### config.mk
export PLATFORM = sky130hd
export DESIGN_NAME = supply_supervisor
export DESIGN_NICKNAME = d
export VERILOG_FILES = /design/src/rtl/sup_pkg.sv /design/src/rtl/sup_sync.sv /design/src/rtl/sup_qual_timer.sv /design/src/rtl/sup_ctrl.sv /design/src/rtl/supply_supervisor.sv
export SDC_FILE = /design/constraint.sdc
export NUM_CORES = 1
export LEC_CHECK = 0
export BUFFER_PORTS_ARGS = -buffer_cell sky130_fd_sc_hd__buf_2
export CAP_MARGIN = 10
export CORE_AREA = 3 3 56 58
export CTS_CLUSTER_DIAMETER = 100
export CTS_CLUSTER_SIZE = 30
export DETAILED_ROUTE_END_ITERATION = 7
export DIE_AREA = 0 0 59 61
export HOLD_SLACK_MARGIN = 0.03
export PLACE_DENSITY_LB_ADDON = 0.2
export SLEW_MARGIN = 10
export SYNTH_ARGS = -nofsm -noshare
export SYNTH_HDL_FRONTEND = slang
export SYNTH_SLANG_ARGS = --single-unit
### constraint.sdc
create_clock -name clk -period 2.9 [get_ports clk]
set_input_delay 0.29 -clock clk [delete_from_list [all_inputs] [get_ports clk]]
set_output_delay 0.29 -clock clk [all_outputs]
set_load 0.05 [all_outputs]
### src/rtl/sup_pkg.sv
// Package: shared types for the supply supervisor.
// Assumes: nothing beyond the 1800-2017 language.
package sup_pkg;
    // Supervisor states: supply dead, counting qualification, released.
    typedef enum logic [1:0] {
        SUP_OFF  = 2'd0,
        SUP_QUAL = 2'd1,
        SUP_RUN  = 2'd2
    } sup_state_e;
endpackage

### src/rtl/sup_sync.sv
// Module: multi-stage flop synchronizer for a small bundle of level flags.
// Assumes: each input level is held for more than STAGES clock cycles;
// reset loads RST_VAL into every stage.
module sup_sync #(
    parameter int               WIDTH   = 2,
    parameter int               STAGES  = 2,
    parameter logic [WIDTH-1:0] RST_VAL = '0
) (
    input  logic             clk,
    input  logic             rst_n,
    input  logic [WIDTH-1:0] d_i,
    output logic [WIDTH-1:0] q_o
);
    logic [WIDTH-1:0] stg [STAGES];

    for (genvar i = 0; i < STAGES; i++) begin : g_stage
        if (i == 0) begin : g_first
            // Capture the asynchronous input into the first stage.
            always_ff @(posedge clk) begin
                if (!rst_n) stg[i] <= RST_VAL;
                else        stg[i] <= d_i;
            end
        end else begin : g_next
            // Pass the value one stage further along the chain.
            always_ff @(posedge clk) begin
                if (!rst_n) stg[i] <= RST_VAL;
                else        stg[i] <= stg[i-1];
            end
        end
    end

    assign q_o = stg[STAGES-1];
endmodule

### src/rtl/sup_qual_timer.sv
// Module: qualification timer. It counts consecutive enabled cycles and
// flags the cycle that completes TPOR_CYC of them.
// Assumes: TPOR_CYC >= 1; en_i drops or clr_i rises to restart from zero.
module sup_qual_timer #(
    parameter int TPOR_CYC = 4096
) (
    input  logic clk,
    input  logic rst_n,
    input  logic clr_i,
    input  logic en_i,
    output logic done_o
);
    localparam int               CNT_W = (TPOR_CYC > 1) ? $clog2(TPOR_CYC) : 1;
    localparam logic [CNT_W-1:0] LAST  = CNT_W'(TPOR_CYC - 1);

    logic [CNT_W-1:0] cnt_q;

    assign done_o = en_i && !clr_i && (cnt_q == LAST);

    // Count enabled cycles; any gap or clear restarts at zero.
    always_ff @(posedge clk) begin
        if (!rst_n)               cnt_q <= '0;
        else if (clr_i || !en_i)  cnt_q <= '0;
        else if (cnt_q != LAST)   cnt_q <= cnt_q + 1'b1;
    end


    cnt_range_chk: assert property (@(posedge clk) disable iff (!rst_n)
        cnt_q <= LAST);

    cnt_restart_chk: assert property (@(posedge clk) disable iff (!rst_n)
        !en_i |=> cnt_q == '0);
endmodule

### src/rtl/sup_ctrl.sv
// Module: supervisor state machine. It releases reset once qualification
// completes and drops it at once on a synchronized shutdown flag.
// Assumes: ok_i and low_i are synchronized and never both high.
module sup_ctrl
    import sup_pkg::*;
(
    input  logic clk,
    input  logic rst_n,
    input  logic ok_i,
    input  logic low_i,
    input  logic qual_done_i,
    output logic qual_en_o,
    output logic qual_clr_o,
    output logic run_o,
    output logic shutdown_o,
    output logic por_o
);
    sup_state_e state_q, state_d;
    logic       por_q;

    assign qual_en_o  = (state_q != SUP_RUN) && ok_i && !low_i;
    assign qual_clr_o = (state_q == SUP_RUN) || low_i;

    // Next-state choice; the shutdown flag takes priority everywhere.
    always_comb begin
        state_d = state_q;
        unique case (state_q)
            SUP_OFF: begin
                if (low_i)            state_d = SUP_OFF;
                else if (qual_done_i) state_d = SUP_RUN;
                else if (ok_i)        state_d = SUP_QUAL;
            end
            SUP_QUAL: begin
                if (low_i)            state_d = SUP_OFF;
                else if (qual_done_i) state_d = SUP_RUN;
            end
            SUP_RUN: begin
                if (low_i)            state_d = SUP_OFF;
            end
            default:                  state_d = SUP_OFF;
        endcase
    end

    // State register; master reset forces the shutdown state.
    always_ff @(posedge clk) begin
        if (!rst_n) state_q <= SUP_OFF;
        else        state_q <= state_d;
    end

    // Release pulse, raised together with the first running cycle.
    always_ff @(posedge clk) begin
        if (!rst_n) por_q <= 1'b0;
        else        por_q <= (state_q != SUP_RUN) && (state_d == SUP_RUN);
    end

    assign run_o      = (state_q == SUP_RUN);
    assign shutdown_o = (state_q == SUP_OFF);
    assign por_o      = por_q;


    por_single_chk: assert property (@(posedge clk) disable iff (!rst_n)
        por_q |=> !por_q);

    por_on_release_chk: assert property (@(posedge clk) disable iff (!rst_n)
        (state_q == SUP_RUN && $past(state_q) != SUP_RUN) |-> por_q);

    release_needs_done_chk: assert property (@(posedge clk) disable iff (!rst_n)
        (state_q != SUP_RUN && !qual_done_i) |=> state_q != SUP_RUN);

    low_forces_off_chk: assert property (@(posedge clk) disable iff (!rst_n)
        low_i |=> state_q == SUP_OFF);

    run_hold_chk: assert property (@(posedge clk) disable iff (!rst_n)
        (state_q == SUP_RUN && !low_i) |=> state_q == SUP_RUN);

    dip_stays_qual_chk: assert property (@(posedge clk) disable iff (!rst_n)
        (state_q == SUP_QUAL && !low_i) |=> state_q != SUP_OFF);
endmodule

### src/rtl/supply_supervisor.sv
// Module: supply supervisor top. It synchronizes the two comparator
// flags, times the qualification window and drives the internal reset.
// Assumes: flags come from asynchronous comparators with hysteresis
// (startup level above shutdown level); TPOR_CYC is in clock cycles.
module supply_supervisor #(
    parameter int TPOR_CYC    = 4096,
    parameter int SYNC_STAGES = 2
) (
    input  logic clk,
    input  logic rst_n,
    input  logic sup_ok_i,
    input  logic sup_low_i,
    output logic core_rst_n_o,
    output logic shutdown_o,
    output logic por_pulse_o
);
    // Bit 1 is the shutdown flag; it resets to "supply low".
    localparam logic [1:0] SYNC_RST = 2'b10;

    logic [1:0] flags_s;
    logic       qual_en, qual_clr, qual_done, run;

    sup_sync #(
        .WIDTH  (2),
        .STAGES (SYNC_STAGES),
        .RST_VAL(SYNC_RST)
    ) u_sync (
        .clk  (clk),
        .rst_n(rst_n),
        .d_i  ({sup_low_i, sup_ok_i}),
        .q_o  (flags_s)
    );

    sup_qual_timer #(
        .TPOR_CYC(TPOR_CYC)
    ) u_timer (
        .clk   (clk),
        .rst_n (rst_n),
        .clr_i (qual_clr),
        .en_i  (qual_en),
        .done_o(qual_done)
    );

    sup_ctrl u_ctrl (
        .clk        (clk),
        .rst_n      (rst_n),
        .ok_i       (flags_s[0]),
        .low_i      (flags_s[1]),
        .qual_done_i(qual_done),
        .qual_en_o  (qual_en),
        .qual_clr_o (qual_clr),
        .run_o      (run),
        .shutdown_o (shutdown_o),
        .por_o      (por_pulse_o)
    );

    assign core_rst_n_o = run;


    low_out_chk: assert property (@(posedge clk) disable iff (!rst_n)
        flags_s[1] |=> !core_rst_n_o && shutdown_o);

    run_not_shut_chk: assert property (@(posedge clk) disable iff (!rst_n)
        !(core_rst_n_o && shutdown_o));
endmodule

; ---- After elaboration in Yosys (flattened, before gate mapping)
; Memories as Yosys holds them, arrays and structs flattened.
; Cells that the tools add are included.
[totals]
ff_bits = 15
mem_bits_rw = 4
input_bits = 4
out_inout_bits = 3
elab_cells = 37
mem_count = 1
[mem_list]
columns = memory, depth, width, rd, rd_ports_with_merged_regs, wr, line
row1 = u_sync.stg, 2, 2, 2, 0, 2, sup_sync.sv:14  ; logic [WIDTH-1:0] stg [STAGES];
[op_classes]
add_sub_neg = 1
eq_ne = 6
muxes = 11
n_bitwise = 3
n_reduce_logical = 12
[ops]
columns = cell, n
row1 = two-way mux 2 bit, 8
row2 = adder 12 x 1 -> 12 bit (second input constant), 1
row3 = equality test 12 bit (second input constant), 1
row4 = != test 12 bit (second input constant), 1
row5 = case mux 2 bit (3 select lines), 1
row6 = logical AND 1 bit, 5
row7 = equality test 2 bit (second input constant), 2
row8 = logical NOT 1 bit, 3
row9 = equality test 2 x 1 -> 1 bit (second input constant), 1
row10 = logical NOT 2 bit, 1
row11 = logical OR 1 bit, 2
row12 = two-way mux 1 bit, 2
row13 = != test 2 bit (second input constant), 1
row14 = OR 1 bit, 2
row15 = OR reduction 2 bit, 1
row16 = inverter 1 bit, 1

; ---- Logic depth before layout (Yosys ltp)
[logic_depth]
word_depth = 10
depth_mapped = 6
depth_no_buf = 5

; ---- Cells and area by module
; A second synthesis with hierarchy kept.
[hier_totals]
cells_unflattened = 91
area_unflattened_um2 = 863.3
[modules_own_cells]
columns = module, instances, cells_per_inst, area_each_um2, seq_area_each_um2
row1 = sup_qual_timer, 1, 69, 600.6, 240.2
row2 = sup_ctrl, 1, 14, 157.7, 60.1
row3 = sup_sync, 1, 8, 105.1, 80.1

; ---- Worst setup path after synthesis
; OpenSTA, ideal clock, no wires.
[synth_path]
kind = flip-flop to flip-flop
startpoint = reg u_ctrl.state_q[1]
endpoint = reg u_timer.cnt_q[5]
setup_time_ns = 0.059
arrival_ns = 1.448
required_time_ns = 2.841
slack_ns = 1.393
path_stages_with_launch = 5
n_path_buf = 0
period_less_slack_ns = 1.507
path_cell_list = dfxtp_1 -> nor2b_4 -> or3b_1 -> or4_1 -> nand2_1
[synth_via]
word_cells_on_any_way = 8
cone_classes = 2 x eq/ne / 6 x reduce/logical
[synth_rtl]
columns = element, line
row1 = "start, declared", sup_ctrl.sv:18  ; sup_state_e state_q, state_d;
row2 = "start signal, assigned", sup_ctrl.sv:47  ; else state_q <= state_d;
row3 = equality test 2 bit, -
row4 = via core_rst_n_o, supply_supervisor.sv:13  ; output logic core_rst_n_o,
row5 = logical OR 1 bit, sup_ctrl.sv:22  ; assign qual_clr_o = (state_q == SUP_RUN) || low_i;
row6 = logical OR 1 bit, sup_qual_timer.sv:23  ; else if (clr_i || !en_i) cnt_q <= '0;
row7 = OR reduction 2 bit (no line), -
row8 = "end signal, assigned", sup_qual_timer.sv:24  ; else if (cnt_q != LAST) cnt_q <= cnt_q + 1'b1;
row9 = "end, declared", sup_qual_timer.sv:16  ; logic [CNT_W-1:0] cnt_q;
; The timed path passes the listed nets, and every way through them passes these cells.
; A chain may end at the register's enable or synchronous reset.

; ---- Final worst setup path
[layout_path]
startpoint = reg u_ctrl.state_q[1]
endpoint = reg u_timer.cnt_q[5]
[layout_via]
elab_chain_cells = 6
word_cells_on_any_way = 8
cone_classes = 2 x eq/ne / 6 x reduce/logical
[layout_lines]
columns = element, line
row1 = != test 2 bit, sup_ctrl.sv:21  ; assign qual_en_o = (state_q != SUP_RUN) && ok_i && !low_i;
row2 = logical AND 1 bit (2 in a row), sup_ctrl.sv:21
row3 = logical NOT 1 bit, sup_qual_timer.sv:23
row4 = logical OR 1 bit (*), sup_qual_timer.sv:23
row5 = OR reduction 2 bit (no line) (*), -
; Every way passes the cells marked *; elsewhere a longest branch is shown, timed or not.

==> flow_metrics.env <==
export IMPL_grt_max_degree=12
export IMPL_end_kind="flop"
export IMPL_top_layer_used="met4"
export IMPL_critPathKind="flop to flop"
export IMPL_post_cts_buffers=0
export IMPL_setup_viol_count_final=0
export IMPL_drc=0
export IMPL_syn_nets=94
export IMPL_status="complete, no violations"
export IMPL_met1_length_microns=719
export IMPL_seq_area_frac_synth_pct=47.3
export IMPL_hold_end="u_sync.stg[0][1]"
export IMPL_first_iter_violations=6
export IMPL_synth_most_common_cell="dfxtp_1"
export IMPL_syn_mean_instance_area_sq_um=9.04
export IMPL_clk_pin_slew_ns=0.11
export IMPL_gr_usage_all_layers_pct=9.57
export IMPL_std_cell_rows=19
export IMPL_dp_worst_setup_slack_ns=1.10
export IMPL_cts_tree="done"
export IMPL_p_per_area_nw_per_um2=454
export IMPL_start_kind="flop"
export IMPL_final_antenna_net_count=0
export IMPL_insertion_delay_ns=0.29
export IMPL_via_per_inst=5.05
export IMPL_ys_types=30
export IMPL_min_period_ns=1.74
export IMPL_stdcell_count=128
export IMPL_routabilityCongestion=0.774
export IMPL_required_ns=3.15
export IMPL_cts_sinks=19
export IMPL_cts_hold_fix_buffers=0
export IMPL_antenna_found_initial=0
export IMPL_rsz0062_at_grt="no"
export IMPL_ioPinCount=7
export IMPL_die_w_microns=59
export IMPL_vdd_drop_max_v=0.000228
export IMPL_drt_pass1_iterations=2
export IMPL_syn_inst=89
export IMPL_worstHoldPathType="input port to flop"
export IMPL_path_cells="nor2b_4 -> or3b_1 -> or4_1 -> nand2_1"
export IMPL_ys_top_cells_by_area="dfxtp_1 (47%), nor2_1 (5.1%), nor3_1 (3.7%)"
export IMPL_synth_edf_count=0
export IMPL_crit_buf_inv=0
export IMPL_core_area_sq_um=2710
export IMPL_dpl_cell_count=124
export IMPL_arrival_ns=1.99
export IMPL_synth_warnings=0
export IMPL_final_area_sq_um=896
export IMPL_grt_pass1_wl_mm=2.59
export IMPL_dr_total_vias=646
export IMPL_hold_viol=0
export IMPL_hold_path_depth=2
export IMPL_fin_total_pwr_mw=0.407
export IMPL_start_util_pct=29.7
export IMPL_synth_top_area_share_pct=47.3
export IMPL_hpwl_mm=1.03
export IMPL_overflow=0
export IMPL_ys_async_sr_fraction_pct=0
export IMPL_reg2reg_to="u_timer.cnt_q[5]"
export IMPL_critical_path_max_fanout=11
export IMPL_antenna_cells=0
export IMPL_cts_root_buffer="clkbuf_4"
export IMPL_routed_wl_mm=1.43
export IMPL_io_buffers=6
export IMPL_cpPeakStageDelay_ns=0.55
export IMPL_synth_seq_cells=19
export IMPL_skew_ns=0.00169
export IMPL_relSlewSlack_pct=74.8
export IMPL_power_leakage_nw=0.295
export IMPL_crit_slowest_cell="or3b_1"
export IMPL_met2_length_microns=664
export IMPL_die_h_microns=61
export IMPL_netlist_area_sq_um=805
export IMPL_grt_pass1_vias=596
export IMPL_fin_ws_ns=1.16
export IMPL_ff2ff_setup_slack_ns=1.16
export IMPL_place_area_sq_um=868
export IMPL_nets=103
export IMPL_min_from="sup_low_i"
export IMPL_fin_crit_sh_pct=60.1
export IMPL_dr_wl_met3_microns=27
export IMPL_h_tree_depth=1
export IMPL_reg2reg_from="u_ctrl.state_q[1]"
export IMPL_tightest_slew_ns=0.378
export IMPL_synth_area_leader_cell="dfxtp_1"
export IMPL_synthFlopType="dfxtp_1"
export IMPL_path_delay_family="simple AND/OR/NAND/NOR gates"
export IMPL_cts_resized_gates=0
export IMPL_drv_slew=0
export IMPL_syn_to_final_growth_pct=11.4
export IMPL_tns_ns=0
export IMPL_post_drt_wl_per_cell_microns=11.2
export IMPL_max_cap_viol_count=0
export IMPL_synth_common_cells="dfxtp_1 (19), nor2_1 (11), nor3_1 (6)"
export IMPL_drive_above_1_share_pct=12.4
export IMPL_die_area_sq_um=3600
export IMPL_clockBufferDepth=2
export IMPL_worstRegToRegCells=4
export IMPL_numCtsBuffers=3
export IMPL_fmax_ghz=0.574
[power breakdown]
| group | internal [mW] | switching (mW) |
|---|---|---|
| clock | 0.0513 | 0.0844 |
| sequential | 0.264 | 0.00103 |
| combinational | 0.00354 | 0.00277 |
| total | 0.318 | 0.0882 |
[sequential cells by signal, summed over array words and instances, names as in the netlist]
| name | flops |
|---|---|
| u_ctrl.por_o | 1 |
| u_ctrl.state_q | 2 |
| u_sync.stg | 4 |
| u_timer.cnt_q | 12 |
[metrics by stage]
step                hold slack, ns  utilization (%)
global placement             0.395             32.0
CTS                          0.153             33.1
floorplan                    0.363                -
global route                 0.180             33.1
finish                       0.165             33.1
detailed placement           0.396             32.0
[worst reg2reg max path, stage by stage, from the launching register on]
cell     delay (ns)
dfxtp_1        0.36
nor2b_4        0.15
or3b_1         0.55
or4_1          0.55
nand2_1        0.08
[routing by layer]
metal / vias up / global-route usage, %
met3: 2 / 1.91
met2: 3 / 15.1
met1: 296 / 11.6
li1: 345 / -
met5: - / 0
met4: 0 / 6.80
[logic make-up after synthesis]
family	Yosys count	share of synthesized area, %
mux	1	1.24
buf+inv	5	2.49
simple gates	46	32.7
fa+ha+maj	1	1.55
compound gates	14	11.5
flops	19	47.3
xor+xnor	3	3.27
[cell usage in the layout, fill, tap and decap left out, drive strengths merged]
cell type / count
a31oi: 4
nor2b: 1
nor3b: 1
o31ai: 1
nor2: 11
or4: 2
nand3: 5
nand2: 3
a21oi: 2
ha: 1
xnor2: 2
dfxtp: 19
and3: 2
nor4b: 1
and2: 2
or3: 1
mux2i: 1
o21ai: 1
inv: 2
nor3: 6
clkinv: 1
a211oi: 4
and4: 3
o211ai: 1
o21a: 1
nand2b: 3
buf: 7
clkbuf: 3
xor2: 1
or3b: 1
nand4: 4
[worst max-delay path by stage]
stage / startpoint / cells past startpoint / slack [ns] / endpoint
after floorplan: u_ctrl.state_q[1] / 4 / 1.39 / u_timer.cnt_q[5]
after global placement: rst_n / 5 / 1.16 / u_timer.cnt_q[5]
after detailed placement: rst_n / 5 / 1.10 / u_timer.cnt_q[5]
after CTS: u_ctrl.state_q[1] / 4 / 1.15 / u_timer.cnt_q[5]
after global routing: u_ctrl.state_q[1] / 4 / 1.08 / u_timer.cnt_q[5]
final: u_ctrl.state_q[1] / 4 / 1.16 / u_timer.cnt_q[5]
[final cells by class]
type	count	area, sq um
clock inverter	1	5.00
tap	31	38.8
multi-input combinational	65	404
inverter	2	7.51
clock buffer	3	22.5
fill	295	1810
timing repair buffer	7	37.5
sequential	19	380
No activity file was read; power rests on OpenSTA's default activity.
